### config.mk
export PLATFORM = sky130hd
export DESIGN_NAME = acc_core
export DESIGN_NICKNAME = d
export VERILOG_FILES = /design/src/rtl/acc_pkg.sv /design/src/rtl/acc_alu.sv /design/src/rtl/acc_pc.sv /design/src/rtl/acc_ctrl.sv /design/src/rtl/acc_core.sv
export SDC_FILE = /design/constraint.sdc
export NUM_CORES = 1
export LEC_CHECK = 0
export ABC_AREA = 1
export BUFFER_PORTS_ARGS = -buffer_cell sky130_fd_sc_hd__buf_2
export CORE_MARGIN = 4
export CORE_UTILIZATION = 48
export CTS_BUF_LIST = sky130_fd_sc_hd__clkbuf_4 sky130_fd_sc_hd__clkbuf_8
export CTS_CLUSTER_SIZE = 10
export DETAILED_ROUTE_END_ITERATION = 12
export PLACE_DENSITY = 0.67
export SYNTH_ARGS = -nofsm -noshare
export SYNTH_HDL_FRONTEND = slang
export SYNTH_HIERARCHICAL = 1
export SYNTH_SLANG_ARGS = --single-unit
### constraint.sdc
create_clock -name clk -period 3.27 [get_ports clk]
set_clock_uncertainty 0.05 [all_clocks]
set_input_delay 0.654 -clock clk [delete_from_list [all_inputs] [get_ports clk]]
set_output_delay 0.654 -clock clk [all_outputs]
set_load 0.1 [all_outputs]
### src/rtl/acc_pkg.sv
package acc_pkg;

  localparam int OPC_W = 5;

  typedef enum logic [3:0] {
    S_BOOT, S_FETCH, S_LATCH, S_ALU, S_LD1, S_LD2, S_LD3,
    S_ST1, S_ST2, S_BRN, S_JMP
  } cpu_state_e;

  typedef enum logic [1:0] {
    MOP_IDLE = 2'b00,
    MOP_RD   = 2'b01,
    MOP_WR   = 2'b10
  } mem_op_e;

  typedef enum logic [2:0] {
    ALU_PASS = 3'd0,
    ALU_NOT  = 3'd1,
    ALU_AND  = 3'd2,
    ALU_ADD  = 3'd3,
    ALU_SHR  = 3'd4
  } alu_op_e;

  localparam logic [OPC_W-1:0] OPC_CPL  = 5'b00000;
  localparam logic [OPC_W-1:0] OPC_SHR  = 5'b00001;
  localparam logic [OPC_W-1:0] OPC_BNEG = 5'b00010;
  localparam logic [OPC_W-1:0] OPC_JMP  = 5'b00011;
  localparam logic [OPC_W-1:0] OPC_ST   = 5'b00100;
  localparam logic [OPC_W-1:0] OPC_LD   = 5'b00101;
  localparam logic [OPC_W-1:0] OPC_AND  = 5'b00110;
  localparam logic [OPC_W-1:0] OPC_ADD  = 5'b00111;

  typedef struct packed {
    mem_op_e mop;
    alu_op_e alu;
    logic    ac_le;
    logic    di_le;
    logic    ao_le;
    logic    ao_x;
    logic    a_mem;
    logic    pc_ld;
    logic    pc_inc;
  } ctl_t;

endpackage

### src/rtl/acc_alu.sv
module acc_alu
  import acc_pkg::*;
#(
  parameter int W = 16
) (
  input  alu_op_e        op,
  input  logic [W-1:0]   a,
  input  logic [W-1:0]   b,
  output logic [W-1:0]   y
);

  always_comb begin
    case (op)
      ALU_PASS: y = a;
      ALU_NOT:  y = ~b;
      ALU_AND:  y = a & b;
      ALU_ADD:  y = a + b;
      ALU_SHR:  y = {1'b0, b[W-1:1]};
      default:  y = b;
    endcase
  end

endmodule

### src/rtl/acc_pc.sv
module acc_pc #(
  parameter int AW = 10
) (
  input  logic          clk,
  input  logic          rst_n,
  input  logic          ld,
  input  logic          inc,
  input  logic [AW-1:0] tgt,
  output logic [AW-1:0] pc
);

  localparam logic [AW-1:0] STEP = AW'(2);

  logic [AW-1:0] pc_d;

  // a load steps past the target in the same cycle
  always_comb begin
    if (ld)       pc_d = tgt + STEP;
    else if (inc) pc_d = pc + STEP;
    else          pc_d = pc;
  end

  always_ff @(posedge clk or negedge rst_n) begin
    if (!rst_n) pc <= '0;
    else        pc <= pc_d;
  end

endmodule

### src/rtl/acc_ctrl.sv
module acc_ctrl
  import acc_pkg::*;
(
  input  logic             clk,
  input  logic             rst_n,
  input  logic [OPC_W-1:0] fetch_opc,
  input  logic [OPC_W-1:0] di_opc,
  input  logic             ac_neg,
  output ctl_t             ctl,
  output cpu_state_e       st
);

  cpu_state_e st_d;

  always_comb begin
    ctl  = '0;
    st_d = st;
    case (st)
      S_BOOT: begin
        ctl.ao_le  = 1'b1;
        ctl.pc_inc = 1'b1;
        st_d       = S_FETCH;
      end
      S_FETCH: begin
        ctl.mop = MOP_RD;
        st_d    = S_LATCH;
      end
      S_LATCH: begin
        ctl.di_le = 1'b1;
        case (fetch_opc)
          OPC_BNEG: st_d = S_BRN;
          OPC_JMP:  st_d = S_JMP;
          OPC_ST:   st_d = S_ST1;
          OPC_LD:   st_d = S_LD1;
          default:  st_d = S_ALU;
        endcase
      end
      S_ALU: begin
        ctl.ao_le  = 1'b1;
        ctl.pc_inc = 1'b1;
        ctl.ac_le  = 1'b1;
        st_d       = S_FETCH;
        case (di_opc)
          OPC_CPL: ctl.alu = ALU_NOT;
          OPC_SHR: ctl.alu = ALU_SHR;
          OPC_AND: ctl.alu = ALU_AND;
          OPC_ADD: ctl.alu = ALU_ADD;
          default: ctl.ac_le = 1'b0;
        endcase
      end
      S_LD1: begin
        ctl.ao_le = 1'b1;
        ctl.ao_x  = 1'b1;
        st_d      = S_LD2;
      end
      S_LD2: begin
        ctl.mop = MOP_RD;
        st_d    = S_LD3;
      end
      S_LD3: begin
        ctl.a_mem  = 1'b1;
        ctl.alu    = ALU_PASS;
        ctl.ac_le  = 1'b1;
        ctl.ao_le  = 1'b1;
        ctl.pc_inc = 1'b1;
        st_d       = S_FETCH;
      end
      S_ST1: begin
        ctl.ao_le = 1'b1;
        ctl.ao_x  = 1'b1;
        st_d      = S_ST2;
      end
      S_ST2: begin
        ctl.mop    = MOP_WR;
        ctl.ao_le  = 1'b1;
        ctl.pc_inc = 1'b1;
        st_d       = S_FETCH;
      end
      S_BRN: begin
        ctl.ao_le  = 1'b1;
        ctl.ao_x   = ac_neg;
        ctl.pc_ld  = ac_neg;
        ctl.pc_inc = !ac_neg;
        st_d       = S_FETCH;
      end
      S_JMP: begin
        ctl.ao_le = 1'b1;
        ctl.ao_x  = 1'b1;
        ctl.pc_ld = 1'b1;
        st_d      = S_FETCH;
      end
      default: st_d = S_BOOT;
    endcase
  end

  always_ff @(posedge clk or negedge rst_n) begin
    if (!rst_n) st <= S_BOOT;
    else        st <= st_d;
  end

endmodule

### src/rtl/acc_core.sv
module acc_core
  import acc_pkg::*;
#(
  parameter int DATA_W = 16,
  parameter int ADDR_W = 10
) (
  input  logic              clk,
  input  logic              rst_n,
  output logic [ADDR_W-1:0] mem_addr,
  output logic [1:0]        mem_op,
  output logic [DATA_W-1:0] mem_wdata,
  input  logic [DATA_W-1:0] mem_rdata
);

  localparam int OPC_LSB = ADDR_W;
  localparam int OPC_MSB = ADDR_W + OPC_W - 1;
  localparam int SIGN    = DATA_W - 1;

  ctl_t              ctl;
  cpu_state_e        st;
  logic [ADDR_W-1:0] pc_q, ao_q, ao_d, x_fld;
  logic [DATA_W-1:0] di_q, di_d, ac_q, ac_d, a_bus, alu_y;

  assign x_fld = di_q[ADDR_W-1:0];
  assign a_bus = ctl.a_mem ? mem_rdata : {{(DATA_W-ADDR_W){1'b0}}, x_fld};

  acc_ctrl u_ctrl (
    .clk       (clk),
    .rst_n     (rst_n),
    .fetch_opc (mem_rdata[OPC_MSB:OPC_LSB]),
    .di_opc    (di_q[OPC_MSB:OPC_LSB]),
    .ac_neg    (ac_q[SIGN]),
    .ctl       (ctl),
    .st        (st)
  );

  acc_pc #(.AW(ADDR_W)) u_pc (
    .clk   (clk),
    .rst_n (rst_n),
    .ld    (ctl.pc_ld),
    .inc   (ctl.pc_inc),
    .tgt   (x_fld),
    .pc    (pc_q)
  );

  acc_alu #(.W(DATA_W)) u_alu (
    .op (ctl.alu),
    .a  (a_bus),
    .b  (ac_q),
    .y  (alu_y)
  );

  always_comb begin
    di_d = ctl.di_le ? mem_rdata : di_q;
    ac_d = ctl.ac_le ? alu_y     : ac_q;
    ao_d = ao_q;
    if (ctl.ao_le) ao_d = ctl.ao_x ? x_fld : pc_q;
  end

  always_ff @(posedge clk or negedge rst_n) begin
    if (!rst_n) begin
      di_q <= '0;
      ac_q <= '0;
      ao_q <= '0;
    end else begin
      di_q <= di_d;
      ac_q <= ac_d;
      ao_q <= ao_d;
    end
  end

  assign mem_addr  = ao_q;
  assign mem_op    = ctl.mop;
  assign mem_wdata = ac_q;

  a_r11_bus_code_legal: assert property (@(posedge clk) disable iff (!rst_n)
    mem_op != 2'b11);

  a_r2_read_then_idle: assert property (@(posedge clk) disable iff (!rst_n)
    mem_op == MOP_RD |=> mem_op == MOP_IDLE);

  a_r6_write_then_fetch: assert property (@(posedge clk) disable iff (!rst_n)
    mem_op == MOP_WR |=> (mem_op == MOP_RD && mem_addr == $past(pc_q)));

  a_r7_untaken_falls_through: assert property (@(posedge clk) disable iff (!rst_n)
    (st == S_BRN && !ac_q[SIGN]) |=> mem_addr == $past(pc_q));

  a_r3_shift_fills_zero: assert property (@(posedge clk) disable iff (!rst_n)
    (st == S_ALU && di_q[OPC_MSB:OPC_LSB] == OPC_SHR) |=> !ac_q[SIGN]);

endmodule

==> flow_summary.yaml <==
yosys:
  synth_top_family_by_area: "simple AND/OR/NAND/NOR gates"
  syn_inst: 729
  synthMuxAreaShare_pct: 0
  synth_top_area_share_pct: 29.5
  yosys.area_share.simple_pct: 37.2
  ys_seq_elements: 55
  synth_top_cells_by_area: "dfrtp_1 30%, nand2_1 21%, inv_1 9.2%"
  synth_commonest_cells: "257 x nand2_1, 114 x inv_1, 55 x dfrtp_1, 55 x nand3_1, 53 x o21ai_0"
  ys_seq_area_share_pct: 29.5
  synth_edf_count: 0
  yosys.area_share.adder_pct: 4.99
  synthMostInstantiatedCell: "nand2_1"
  avgSynthCellArea_sq_um: 6.40
  synth_top_area_cell: "dfrtp_1"
  dominantRegCellSynth: "dfrtp_1"
  synth-compound-area-share_pct: 14.6
  async_reset_ff_share_pct: 100
  synth.net_count: 765
  synth_xor_area_share_pct: 0.188
  synth_area_sq_mm: 0.00466
  yosysUniqueCellTypes: 38
  synth_warnings: 6
run_status:
  outcome: "complete, no violations"
floorplanning:
  die_x_um: 107
  fp.dieH_um: 107
  ios: 46
  design.core.area_sq_mm: 0.00937
  fp-row-count: 35
  fp.dieArea_sq_mm: 0.0114
  start_util_pct: 49.8
clocking:
  h-tree-depth: 2
  clk_latency_ps: 330
  cts_buffers: 5
  clockBufferDepth: 2
  cts_root_buffer: "clkbuf_8"
  clk_pin_slew_ps: 130
  cts_tree: "built"
  cts.sinks: 55
  ctsHoldBuffers: 0
finish:
  fillerInstances: 1008
  post-route-util_pct: 53.6
  diodes: 0
  nNetsFinal: 801
  drive_gt1_share_pct: 14.2
  synthToLayoutAreaGrowth_pct: 7.67
  final_cells: 895
place:
  post-place-cells: 886
  place_congestion: 0.956
  post-place-ws_ps: 264
  numPortBuffers: 45
  dp_hpwl_mm: 9.18
sta:
  setup_violations: 0
  period_share_pct: 91.0
  finalHoldViolations: 0
  max_clock_freq_mhz: 336
  maxSlewHeadroom_pct: 43.7
  fin_tns_setup_ps: 0
  slew_violations: 0
  period_needed_ps: 2980
  setup_slack_ps: 294
  max_slew.worst_pin.slew_ps: 844
drt:
  drtIter0Drc: 258
  top_layer: "met4"
  drtPass1Iterations: 5
  wl_met3_um: 839
  wl_met1_mm: 5.66
  wl_per_cell_um: 13.9
  drt-vias-per-instance: 5.24
  met2_wirelength_mm: 5.66
  drc: 0
  totalWireLength_mm: 12.4
  vias: 4694
  ant_nets: 0
setup_path:
  crit_path_end_kind: "flop"
  worst-endpoint-arrival_ps: 3180
  crit_chain: "inv_1 > nor2_1 > nand2_2 > clkinvlp_4 > buf_4 > nand2_1 > o21ai_2 > ha_1 > nand2_1 > inv_1 > a21oi_1 > nand2_1 > nand2_1 > nand2_1 > nand2_1 > nand3_1 > a21oi_1 > nand2_1 > o21ai_0"
  critPathLaunchType: "flop"
  path_max_fanout: 14
  cpPeakStageDelay_ps: 380
  path_class: "reg -> reg"
  worstReg2RegStart: "u_ctrl/st[1]"
  slowest_stage: "dfrtp_1"
  cpMostUsedCell: "nand2_1"
  reg2reg_setup_slack_ps: 290
  r2r_cells: 19
  worstPathRequired_ps: 3480
  reg2reg_to: "mem_wdata[11]"
global_routing:
  grt_antenna_before_repair: 0
  grt_util_all_layers_pct: 22.4
  grt_pass1_vias: 4560
  grt_first_pass_wirelength_mm: 21.0
  grt-ovfl-total: 0
  grt_max_degree: 35
power:
  leakagePower_nw: 2.71
  power.switching_mw: 3.09
  power_density_mw_per_mm2: 1010
  intPower_mw: 1.99
  power.total_mw: 5.08
  seqPwrFrac_pct: 23.7
  swShare_pct: 60.9
  ir_worst_vdd_v: 0.000426
  power_frac_comb_pct: 67.6
  clockPowerShare_pct: 8.7
min_path:
  hold_class: "in -> async"
run:
  cap_violations: 0
[cell usage in the layout (no fill, tap or decap), drive strengths merged]
| master | instances |
|---|---|
| dfrtp | 55 |
| nand2 | 271 |
| a21oi | 20 |
| o31ai | 1 |
| buf | 49 |
| o21ai | 61 |
| clkinv | 2 |
| nor2 | 59 |
| clkbuf | 5 |
| ha | 17 |
| nand4 | 5 |
| a211oi | 13 |
| or2 | 4 |
| clkinvlp | 2 |
| nand3 | 55 |
| o211ai | 4 |
| o22ai | 11 |
| nor3 | 3 |
| nand3b | 3 |
| and2 | 2 |
| xnor2 | 1 |
| fa | 1 |
| o21bai | 2 |
| inv | 120 |
[metrics by stage]
stage	hold WS, ps	cell area, sq um
after floorplan	308	4660
after global placement	408	4910
after detailed placement	411	4910
after CTS	357	5010
after global routing	389	5020
final	328	5020
[registers in the layout (all words and copies together) (netlist names)]
name and cells:
u_ctrl/st 4, di_q 15, mem_wdata 16, mem_addr 10
u_pc/pc 10
[final cells by class]
type                       count  area, sq um  area share, %
tap                          129          161           3.21
timing repair buffer          49          255           5.08
sequential                    55         1380           27.4
clock buffer                   5         68.8           1.37
timing repair inverter         1         5.00         0.0997
multi-input combinational    533         2670           53.1
clock inverter                 3         31.3          0.623
inverter                     120          459           9.14
[kinds of logic (layout without fill, tap and decap cells)]
family | count (synthesis) | after routing
flip-flops | 55 | 55
AND/OR/NAND/NOR | 402 | 402
XOR/XNOR | 1 | 1
buffers and inverters | 141 | 178
AO/OA/AOI/OAI | 112 | 112
adder cells (fa/ha/maj) | 18 | 18
[per-layer routing]
| layer | vias up | global-route usage [%] |
|---|---|---|
| met5 | - | 0 |
| met4 | 0 | 7.12 |
| met3 | 21 | 2.89 |
| met2 | 155 | 37.9 |
| met1 | 2150 | 29.7 |
| li1 | 2368 | - |
[power by group through the flow]
stage / logic [mW] / registers [mW] / clock network (mW)
after CTS: 3.41 / 1.21 / 0.456
final: 3.43 / 1.21 / 0.444
after floorplan: 1.93 / 2.04 / 0
after detailed placement: 3.39 / 1.22 / 0
after global routing: 3.76 / 1.26 / 0.484
after global placement: 3.35 / 1.21 / 0
[worst max-delay path, delay by kind of cell, from the launching register on]
family | cells | cell delay (ps)
buffers and inverters | 4 | 540
adder cells (fa/ha/maj) | 1 | 310
AND/OR/NAND/NOR | 10 | 1140
AO/OA/AOI/OAI | 4 | 470
flip-flops | 1 | 380
[worst max-delay path by stage]
stage,start,endpoint,cells after the start
2_1_floorplan,u_ctrl/st[1],mem_wdata[4],17
6_report,u_ctrl/st[1],mem_wdata[11],19
4_1_cts,u_ctrl/st[1],mem_wdata[11],19
3_3_place_gp,u_ctrl/st[3],mem_wdata[11],18
5_1_grt,u_ctrl/st[1],mem_wdata[11],19
3_5_place_dp,u_ctrl/st[1],mem_wdata[11],19
[timing repair]
item | in CTS | in global routing
endpoints found under the setup margin | 0 | 9
gates resized for setup | 0 | 4
setup buffers | 0 | 0
Note: power is estimated with default switching activity, not from simulation.
